File: config.mk
export PLATFORM = sky130hd
export DESIGN_NAME = prio_irq_ctrl
export DESIGN_NICKNAME = d
export VERILOG_FILES = /design/src/rtl/pic_pkg.sv /design/src/rtl/pic_edge_cap.sv /design/src/rtl/pic_arbiter.sv /design/src/rtl/pic_req_fsm.sv /design/src/rtl/prio_irq_ctrl.sv
export SDC_FILE = /design/constraint.sdc
export NUM_CORES = 2
export LEC_CHECK = 0
export BUFFER_PORTS_ARGS = -buffer_cell sky130_fd_sc_hd__clkbuf_2
export CAP_MARGIN = 20
export CORE_MARGIN = 2
export CORE_UTILIZATION = 45
export CTS_CLUSTER_SIZE = 16
export DETAILED_ROUTE_END_ITERATION = 10
export HOLD_SLACK_MARGIN = 0.15
export PLACE_DENSITY_LB_ADDON = 0.25
export SLEW_MARGIN = 30
export SYNTH_ARGS = -nofsm -noshare
export SYNTH_HDL_FRONTEND = slang
export SYNTH_SLANG_ARGS = --single-unit
export TNS_END_PERCENT = 100
File: constraint.sdc
create_clock -name clk -period 87.6 [get_ports clk]
set_clock_uncertainty 0.1 [all_clocks]
set_input_delay 8.76 -clock clk [delete_from_list [all_inputs] [get_ports clk]]
set_output_delay 8.76 -clock clk [all_outputs]
set_load 0.01 [all_outputs]
File: src/rtl/pic_pkg.sv
package pic_pkg;

    // Request presentation states
    typedef enum logic {
        ST_IDLE    = 1'b0,
        ST_PRESENT = 1'b1
    } req_state_t;

endpackage

File: src/rtl/pic_edge_cap.sv
module pic_edge_cap #(
    parameter int NUM_SRC = 64
) (
    input  logic               clk,
    input  logic               rst_n,
    input  logic [NUM_SRC-1:0] src_irq,
    output logic [NUM_SRC-1:0] rise
);

    logic [NUM_SRC-1:0] prev_q;

    always_ff @(posedge clk or negedge rst_n) begin
        if (!rst_n) prev_q <= '0;
        else        prev_q <= src_irq;
    end

    // One-cycle pulse for each 0 -> 1 transition
    assign rise = src_irq & ~prev_q;

endmodule

File: src/rtl/pic_arbiter.sv
module pic_arbiter #(
    parameter int NUM_SRC = 64,
    parameter int LVL_W   = 3,
    localparam int ID_W    = $clog2(NUM_SRC),
    localparam int NUM_LVL = 1 << LVL_W
) (
    input  logic [NUM_SRC-1:0]            pend,
    input  logic [NUM_SRC-1:0]            mask,
    input  logic [NUM_SRC-1:0][LVL_W-1:0] prio,
    input  logic [NUM_LVL-1:0]            isr,
    output logic                          win_valid,
    output logic [ID_W-1:0]               win_id,
    output logic [LVL_W-1:0]              win_level
);

    logic [NUM_LVL-1:0] lvl_ok;
    logic [NUM_SRC-1:0] elig;

    // A level may interrupt only if it and every more urgent level are idle
    for (genvar l = 0; l < NUM_LVL; l++) begin : g_lvl
        assign lvl_ok[l] = ~|isr[l:0];
    end

    for (genvar s = 0; s < NUM_SRC; s++) begin : g_src
        assign elig[s] = pend[s] & ~mask[s] & lvl_ok[prio[s]];
    end

    // Scan in index order; strict compare keeps the lowest index on ties
    always_comb begin
        win_valid = 1'b0;
        win_id    = '0;
        win_level = '1;
        for (int i = 0; i < NUM_SRC; i++) begin
            if (elig[i] && (!win_valid || prio[i] < win_level)) begin
                win_valid = 1'b1;
                win_id    = ID_W'(i);
                win_level = prio[i];
            end
        end
    end

endmodule

File: src/rtl/pic_req_fsm.sv
module pic_req_fsm
    import pic_pkg::*;
#(
    parameter int ID_W  = 6,
    parameter int LVL_W = 3
) (
    input  logic             clk,
    input  logic             rst_n,
    input  logic             win_valid,
    input  logic [ID_W-1:0]  win_id,
    input  logic [LVL_W-1:0] win_level,
    input  logic             ack_wr,
    output logic             irq_req,
    output logic [ID_W-1:0]  irq_id,
    output logic [LVL_W-1:0] irq_level,
    output logic             ack_take
);

    req_state_t       state_q, state_d;
    logic [ID_W-1:0]  id_q;
    logic [LVL_W-1:0] lvl_q;

    // State register
    always_ff @(posedge clk or negedge rst_n) begin
        if (!rst_n) state_q <= ST_IDLE;
        else        state_q <= state_d;
    end

    // Transitions: T_RAISE, T_RETARGET, T_TAKE, T_WITHDRAW
    always_comb begin
        state_d = state_q;
        unique case (state_q)
            ST_IDLE: begin
                if (win_valid) state_d = ST_PRESENT;          // T_RAISE
            end
            ST_PRESENT: begin
                if (ack_wr)          state_d = ST_IDLE;      // T_TAKE
                else if (!win_valid) state_d = ST_IDLE;      // T_WITHDRAW
                else                 state_d = ST_PRESENT;   // T_RETARGET
            end
            default: state_d = ST_IDLE;
        endcase
    end

    // Presented source is sampled whenever the next state presents
    always_ff @(posedge clk or negedge rst_n) begin
        if (!rst_n) begin
            id_q  <= '0;
            lvl_q <= '0;
        end else if (state_d == ST_PRESENT) begin
            id_q  <= win_id;
            lvl_q <= win_level;
        end
    end

    // Outputs
    always_comb begin
        irq_req   = 1'b0;
        irq_id    = '0;
        irq_level = '0;
        ack_take  = 1'b0;
        unique case (state_q)
            ST_IDLE: ;
            ST_PRESENT: begin
                irq_req   = 1'b1;
                irq_id    = id_q;
                irq_level = lvl_q;
                ack_take  = ack_wr;
            end
            default: ;
        endcase
    end

endmodule

File: src/rtl/prio_irq_ctrl.sv
module prio_irq_ctrl #(
    parameter int NUM_SRC = 64,
    parameter int LVL_W   = 3,
    parameter int ADDR_W  = 8,
    localparam int ID_W      = $clog2(NUM_SRC),
    localparam int NUM_LVL   = 1 << LVL_W,
    localparam int MASK_BYTES = NUM_SRC / 8,
    localparam int MB_W      = (MASK_BYTES > 1) ? $clog2(MASK_BYTES) : 1
) (
    input  logic               clk,
    input  logic               rst_n,
    input  logic [NUM_SRC-1:0] src_irq,
    input  logic               bus_wr,
    input  logic [ADDR_W-1:0]  bus_addr,
    input  logic [7:0]         bus_wdata,
    output logic [7:0]         bus_rdata,
    output logic               irq_req,
    output logic [ID_W-1:0]    irq_id,
    output logic [LVL_W-1:0]   irq_level
);

    // Address map: control bytes at 2*i, packed masks right after, commands at +32
    localparam logic [ADDR_W-1:0] CTRL_END_A  = ADDR_W'(2 * NUM_SRC);
    localparam logic [ADDR_W-1:0] MASK_BASE_A = ADDR_W'(2 * NUM_SRC);
    localparam logic [ADDR_W-1:0] MASK_END_A  = ADDR_W'(2 * NUM_SRC + MASK_BYTES);
    localparam logic [ADDR_W-1:0] ISR_A       = ADDR_W'(2 * NUM_SRC + 32);
    localparam logic [ADDR_W-1:0] ACK_A       = ADDR_W'(2 * NUM_SRC + 33);
    localparam logic [ADDR_W-1:0] EOS_A       = ADDR_W'(2 * NUM_SRC + 34);

    logic [NUM_SRC-1:0]            pend_q;
    logic [NUM_SRC-1:0]            mask_q;
    logic [NUM_SRC-1:0][LVL_W-1:0] prio_q;
    logic [NUM_LVL-1:0]            isr_q;

    logic [NUM_SRC-1:0] rise;
    logic               ctrl_hit, mask_hit;
    logic [ID_W-1:0]    ctrl_idx;
    logic [MB_W-1:0]    mask_idx;
    logic               ack_wr, eos_wr, ack_take;
    logic               win_valid;
    logic [ID_W-1:0]    win_id;
    logic [LVL_W-1:0]   win_level;

    // Address decode
    assign ctrl_hit = (bus_addr < CTRL_END_A) && !bus_addr[0];
    assign ctrl_idx = bus_addr[ID_W:1];
    assign mask_hit = (bus_addr >= MASK_BASE_A) && (bus_addr < MASK_END_A);
    assign mask_idx = bus_addr[MB_W-1:0];   // mask base is a multiple of the byte count
    assign ack_wr   = bus_wr && (bus_addr == ACK_A);
    assign eos_wr   = bus_wr && (bus_addr == EOS_A);

    pic_edge_cap #(.NUM_SRC(NUM_SRC)) u_edge (
        .clk     (clk),
        .rst_n   (rst_n),
        .src_irq (src_irq),
        .rise    (rise)
    );

    // Per-source state: pending flag, shared mask bit, level
    for (genvar s = 0; s < NUM_SRC; s++) begin : g_src
        logic wr_ctrl, wr_mask, acked;
        assign wr_ctrl = bus_wr && ctrl_hit && (ctrl_idx == ID_W'(s));
        assign wr_mask = bus_wr && mask_hit && (mask_idx == MB_W'(s / 8));
        assign acked   = ack_take && (irq_id == ID_W'(s));

        always_ff @(posedge clk or negedge rst_n) begin
            if (!rst_n) begin
                pend_q[s] <= 1'b0;
                mask_q[s] <= 1'b1;
                prio_q[s] <= '1;
            end else begin
                if (rise[s])
                    pend_q[s] <= 1'b1;
                else if (acked || (wr_ctrl && !bus_wdata[7]))
                    pend_q[s] <= 1'b0;

                if (wr_ctrl) begin
                    mask_q[s] <= bus_wdata[6];
                    prio_q[s] <= bus_wdata[LVL_W-1:0];
                end else if (wr_mask) begin
                    mask_q[s] <= bus_wdata[s % 8];
                end
            end
        end
    end

    // In-service levels: set on acknowledge, lowest set bit cleared on end-of-service
    always_ff @(posedge clk or negedge rst_n) begin
        if (!rst_n)
            isr_q <= '0;
        else if (ack_take)
            isr_q <= isr_q | (NUM_LVL'(1) << irq_level);
        else if (eos_wr)
            isr_q <= isr_q & (isr_q - NUM_LVL'(1));
    end

    pic_arbiter #(.NUM_SRC(NUM_SRC), .LVL_W(LVL_W)) u_arb (
        .pend      (pend_q),
        .mask      (mask_q),
        .prio      (prio_q),
        .isr       (isr_q),
        .win_valid (win_valid),
        .win_id    (win_id),
        .win_level (win_level)
    );

    pic_req_fsm #(.ID_W(ID_W), .LVL_W(LVL_W)) u_fsm (
        .clk       (clk),
        .rst_n     (rst_n),
        .win_valid (win_valid),
        .win_id    (win_id),
        .win_level (win_level),
        .ack_wr    (ack_wr),
        .irq_req   (irq_req),
        .irq_id    (irq_id),
        .irq_level (irq_level),
        .ack_take  (ack_take)
    );

    // Read mux
    always_comb begin
        bus_rdata = '0;
        if (ctrl_hit) begin
            bus_rdata    = 8'(prio_q[ctrl_idx]);
            bus_rdata[6] = mask_q[ctrl_idx];
            bus_rdata[7] = pend_q[ctrl_idx];
        end else if (mask_hit) begin
            bus_rdata = mask_q[{mask_idx, 3'b000} +: 8];
        end else if (bus_addr == ISR_A) begin
            bus_rdata = 8'(isr_q);
        end
    end

endmodule

# After elaboration in Yosys (flattened, before gate mapping)

Index checks and enable logic that the tools add are counted.
W data, S select, Z words.

Flip-flop bits (word level): 402
Latch bits: 0
RAM bits: 0
Bits in read-only memories: 0
Input port bits: 83
Output and inout port bits: 18
Memories: 0

Add/sub/neg operators: 1
$mul: 0
Div/mod/pow operators: 0
$lt $le $gt $ge: 131
Eq/ne operators: 136
Shifts and indexed selects: 2
Mux-type cells: 593
Bitwise operators: 197
Reduce and logical (&&, ||, !) cells: 608

Operator list:

| kind                 | count |
|---|---|
| $mux W1              | 391 |
| $eq A6 B6 Y1 const B | 64 |
| $logic_and A1 B1 Y1  | 269 |
| $reduce_bool A2 Y1   | 129 |
| $lt A3 B4 Y1 const B | 64 |
| $mux W3              | 70 |
| $mux W6              | 33 |
| $bmux W1 S3          | 64 |
| $eq A6 B5 Y1 const B | 32 |
| $lt A3 B3 Y1         | 63 |
| $and A1 B1 Y1        | 128 |
| $logic_or A1 B1 Y1   | 127 |
| $eq A6 B4 Y1 const B | 16 |
| $mux W5              | 16 |
| $logic_not A1 Y1     | 73 |
| $not A1 Y1           | 65 |
| $and A64 B64 Y64     | 1 |
| $not A64 Y64         | 1 |
| $shiftx A64 B7 Y8    | 1 |
| $eq A6 B3 Y1 const B | 8 |
| $mux W8              | 5 |
| $mux W4              | 8 |
| $eq A6 B2 Y1 const B | 4 |
| $eq A8 B8 Y1 const B | 3 |
| other kinds (24)     | 33 |

# Depth between registers and ports, before layout

Depth after elaboration: 261
Mapped depth: 461

# Modules after synthesis

From an unflattened synthesis, not the netlist that was laid out.

Cells, all modules: 4021
Area, all modules: 35818.1 um^2

Modules (own cells, without submodules):

| module        | times used | cells an instance | area an instance (um^2) | sequential area each (um^2) |
|---|---|---|---|---|
| prio_irq_ctrl | 1          | 1416              | 17574.4                 | 8528.2 |
| pic_arbiter   | 1          | 2445              | 15287.2                 | 0.0 |
| pic_edge_cap  | 1          | 128               | 2482.4                  | 1601.5 |
| pic_req_fsm   | 1          | 32                | 474.2                   | 250.2 |

# Worst setup path before layout

No wires, ideal clock.

Kind: flip-flop to flip-flop
Start: register isr_q[0]
End: register u_fsm.lvl_q[1]
Setup time: 0.088 ns
Arrival: 72.921 ns
Required time: 87.412 ns
Setup slack: 14.490 ns
Stages on the path, launching flop included: 428
Cell sequence: dfrtp_1 -> buf_4 -> nor3_2 -> a311oi_1 -> or3b_2 -> nor2_1 -> ha_1 -> a21oi_1 -> nor3_4 -> or2_2 -> a21oi_1 -> inv_1 -> ha_1 -> nand2_1 -> o32ai_1 -> a21o_2 -> mux2i_1 -> ha_1 -> [... 392 more ...] -> o2111a_1 -> nor2_2 -> o21a_1 -> ha_1 -> a211o_1 -> nor2_1 -> o211a_1 -> a211oi_2 -> mux2_2 -> ha_1 -> a311o_1 -> a31o_2 -> mux2_4 -> ha_1 -> or2_2 -> a211oi_1 -> a31oi_1 -> a41oi_1

Longest elaborated chain between the ends: 261
Elaborated cells on any way between the ends: 590

Ends and longest elaborated chain:

| what                                                    | RTL line                             | text |
|---|---|---|
| from (decl)                                             | prio_irq_ctrl.sv:33                  | `logic [NUM_LVL-1:0] isr_q;` |
| from (signal assigned)                                  | prio_irq_ctrl.sv:92                  | `isr_q <= isr_q \| (NUM_LVL'(1) << irq_level);` |
| from (signal assigned)                                  | prio_irq_ctrl.sv:94                  | `isr_q <= isr_q & (isr_q - NUM_LVL'(1));` |
| $reduce_or A8 Y1 (tied with other cells)                | pic_arbiter.sv:21                    | `assign lvl_ok[l] = ~\|isr[l:0];` |
| $logic_not A1 Y1                                        | pic_arbiter.sv:21                    |  |
| $bmux W1 S3                                             | pic_arbiter.sv:25                    | `assign elig[s] = pend[s] & ~mask[s] & lvl_ok[prio[s]];` |
| $mux W1 (implied by the code)                           | pic_arbiter.sv:25                    |  |
| $and A1 B1 Y1                                           | pic_arbiter.sv:25                    |  |
| $mux W3 / $mux W1 (equally long branches)               | pic_arbiter.sv:34                    | `if (elig[i] && (!win_valid \|\| prio[i] < win_level)) begin` |
| $lt A3 B3 Y1 / $logic_not A1 Y1 (equally long branches) | pic_arbiter.sv:34                    |  |
| $logic_or A1 B1 Y1                                      | pic_arbiter.sv:34                    |  |
| [... 245 more ...]                                      | n/a                                  |  |
| $mux W3 / $mux W1 (equally long branches)               | pic_arbiter.sv:34                    |  |
| $lt A3 B3 Y1 / $logic_not A1 Y1 (equally long branches) | pic_arbiter.sv:34                    |  |
| $logic_or A1 B1 Y1                                      | pic_arbiter.sv:34                    |  |
| $logic_and A1 B1 Y1                                     | pic_arbiter.sv:34                    |  |
| $mux W1                                                 | pic_arbiter.sv:34                    |  |
| $mux W1                                                 | pic_req_fsm.sv:34, pic_req_fsm.sv:38 |  |
| $mux W1                                                 | pic_req_fsm.sv:37                    | `if (ack_wr) state_d = ST_IDLE;` |
| $pmux W1 S2                                             | pic_req_fsm.sv:32                    | `unique case (state_q)` |
| to (signal assigned)                                    | pic_req_fsm.sv:52                    | `lvl_q <= win_level;` |
| to (decl)                                               | pic_req_fsm.sv:21                    | `logic [LVL_W-1:0] lvl_q;` |

Parallel ways exist; a longest one is shown, timed or not. The select of a mux whose other input is x is not followed.
A chain may end at the register's enable or synchronous reset.

# Worst setup path in the final report

Start: register isr_q[2]
End: register u_fsm.lvl_q[1]

Longest elaborated chain between the ends: 261
Elaborated cells on any way between the ends: 587

Ends and longest elaborated chain:

| what                                                    | RTL line |
|---|---|
| $reduce_or A8 Y1 (tied with other cells)                | pic_arbiter.sv:21 |
| $logic_not A1 Y1                                        | pic_arbiter.sv:21 |
| $bmux W1 S3                                             | pic_arbiter.sv:25 |
| $mux W1 (implied by the code)                           | pic_arbiter.sv:25 |
| $and A1 B1 Y1                                           | pic_arbiter.sv:25 |
| $mux W3 / $mux W1 (equally long branches)               | pic_arbiter.sv:34 |
| $lt A3 B3 Y1 / $logic_not A1 Y1 (equally long branches) | pic_arbiter.sv:34 |
| $logic_or A1 B1 Y1                                      | pic_arbiter.sv:34 |
| [... 245 more ...]                                      | n/a |
| $mux W3 / $mux W1 (equally long branches)               | pic_arbiter.sv:34 |
| $lt A3 B3 Y1 / $logic_not A1 Y1 (equally long branches) | pic_arbiter.sv:34 |
| $logic_or A1 B1 Y1                                      | pic_arbiter.sv:34 |
| $logic_and A1 B1 Y1                                     | pic_arbiter.sv:34 |
| $mux W1                                                 | pic_arbiter.sv:34 |
| $mux W1                                                 | pic_req_fsm.sv:34, pic_req_fsm.sv:38 |
| $mux W1                                                 | pic_req_fsm.sv:37 |
| $pmux W1 S2                                             | pic_req_fsm.sv:32 |

Parallel ways exist; a longest one is shown, timed or not. The select of a mux whose other input is x is not followed.

==> metrics.cfg <==
[hold_path]
hp-start = u_edge.prev_q[63]$_DFF_PN0_
whs_path_depth = 1
worstHoldPathType = flop to flop

[place]
io_buffers = 100
gp_congestion = 0.994
dp_hpwl_um = 94900
place_area_um2 = 35700

[critical_path]
r2r-start = isr_q[2]$_DFFE_PN0P_
crit_path_start_kind = flop
cp-end-kind = flop
slowest_delay_ns = 0.52
cp.required_ns = 88.06
arrival_ns = 81.41
crit_type = flop to flop
r2r_cells = 421
critPathSlowestCell = or3b_2
crit_fanout = 23
worstSetupStartpoint = isr_q[2]$_DFFE_PN0P_

[drt]
ant_nets = 0
via_per_inst = 6.69
drcViolationCount = 0
routed_wl_um = 133000
vias = 33200
first_pass_iters = 9
drt_iter0_drc = 4217
wl_per_cell_um = 26.7

[timing]
post-route-period-util_pct = 92.4
slew_violations = 0
tns_ns = 0
finalHoldViolCount = 0
tightest_slew_ns = 1.05
timing.fmax_mhz = 12.4
fin_crit_ns = 80.95
rsz0062_at_grt = no
setup_viol = 0
max-slew-margin-rel_pct = 30.0

[synthesis]
syn_inst = 3945
synth_seq_cells = 402
ys_seq_area_share_pct = 29.8
syn_area_um2 = 34900
synth_edf_count = 0
yosysWarningCount = 0
synth_nets = 4094
synth_flop_cell = dfstp_2
syn_area_per_cell_um2 = 8.83
synthArstFlopShare_pct = 100
ys_types = 144

[grt]
grt_max_degree = 106
grt-ovfl-total = 0
grt_pass1_vias = 30600
grt_pass1_wl_um = 199000
gr-usage-all-layers_pct = 32.8
antenna_found_initial = 16

[final_layout]
layout.area.seq_um2 = 10400
multi_input_comb_area_um2 = 22300
fin_nets = 4023
final_common_cell = nand2_1
stdcell_area_um2 = 37600
drive_gt1_share_pct = 25.3
final_cell_mix = 547 x nand2_1, 288 x o21ai_0, 262 x nor2_1
n_fill_cell = 7421
syn2layout_area_growth_pct = 7.87

[die]
std_cell_rows = 102
die_h_um = 282
die_area_um2 = 79700
core_um2 = 77100
dieWidth_um = 282
initial_core_util_pct = 45.2
ioPinCount = 101

[outcome]
status = completed

[cts]
cts_buffers = 48
cts-hold-fix-buffers = 0
cts_tree = done
cts_max_level = 2
clkLatencyLatePin_ns = 0.65
cts.sinks = 402
cts_buffer_depth = 3
clk_pin_slew_ns = 0.06
cts_root_buf = clkbuf_16

[run]
maxCapViolations = 0

## layer usage
metal  vias up  part of all wire [%]  global-route usage, %
li1      14700                     -                      -
met1     16200                    40                   43.5
met2      1879                    44                   50.0
met3       404                   9.7                   7.01
met4        12                   6.1                   18.2
met5         -                 0.060                      0
## cell type report
cell class | count | share of cell area, %
clock inverter | 19 | 0.762
timing repair buffer | 147 | 2.48
tap | 1040 | 3.46
clock buffer | 71 | 3.80
inverter | 255 | 2.55
sequential | 402 | 27.6
antenna | 12 | 0.0799
multi-input combinational | 3020 | 59.2
## what timing repair did
action                                  CTS  global route
resized for setup                         0            32
endpoints found under the hold margin     0             0
endpoints found under the setup margin    0             9
setup buffers                             0             6
## registers in the layout, indices dropped and copies added, names as in the netlist
signal         cells
prio_q           192
mask_q            64
pend_q            64
u_edge.prev_q     64
isr_q              8
u_fsm.id_q         6
u_fsm.lvl_q        3
u_fsm.state_q      1
## worst paths after layout
path	to	slack (ns)
worst max-delay path	u_fsm.lvl_q[1]$_DFFE_PN0P_	6.65
worst min-delay path	pend_q[63]$_DFFE_PN0P_	0.31
worst max register to register	u_fsm.lvl_q[1]$_DFFE_PN0P_	6.65
worst min register to register	pend_q[63]$_DFFE_PN0P_	0.31
max in group asynchronous	isr_q[0]$_DFFE_PN0P_	77.21
min in group asynchronous	u_fsm.id_q[1]$_DFFE_PN0P_	8.05
## per-stage QoR
step	hold slack, ns	instances	worst slack, ns	utilization, %
after global routing	0.327	4956	0.0702	48.7
final	0.314	4966	6.65	48.8
after CTS	0.314	4948	4.77	48.5
after floorplan	0.300	3945	14.49	-
after global placement	0.302	4858	6.11	46.2
after detailed placement	0.311	4858	5.10	46.3
## Yosys cell counts, drive strengths merged (54+ instances only)
cell | number | share of area, %
dfrtp | 146 | 10
mux2 | 206 | 6.7
nor3 | 55 | 0.87
a211oi | 92 | 2.1
a31oi | 90 | 1.7
clkbuf | 127 | 1.4
nand2 | 548 | 5.9
a311oi | 73 | 1.9
nor4b | 54 | 1.4
nor2 | 267 | 2.9
inv | 255 | 2.7
mux4 | 121 | 7.8
mux2i | 93 | 2.7
a21oi | 165 | 2.4
a21o | 65 | 1.4
o21ai | 311 | 4.5
ha | 66 | 2.4
dfstp | 256 | 19
nand3 | 59 | 0.85
o221ai | 71 | 1.9
buf | 138 | 2.6
## kinds of logic after synthesis
group	count (synthesis)	share of synthesized area, %
fa+ha+maj	93	3.15
mux	420	17.2
simple gates	1311	18.4
compound gates	1196	24.6
buf+inv	523	6.81
flops	402	29.8
## worst max-delay path, delay by kind of cell, from the launching register on
kind                       cells  cell delay [ns]
AOI/OAI and AO/OA            141            29.38
adders and majority gates     60            14.67
buffers and inverters         43             3.29
DFF                            1             0.51
muxes                         34             9.68
and+or+nand+nor              143            23.15
Power is not shown: default switching activity piles up to over one toggle a cycle in this logic, so the estimate is an artifact.
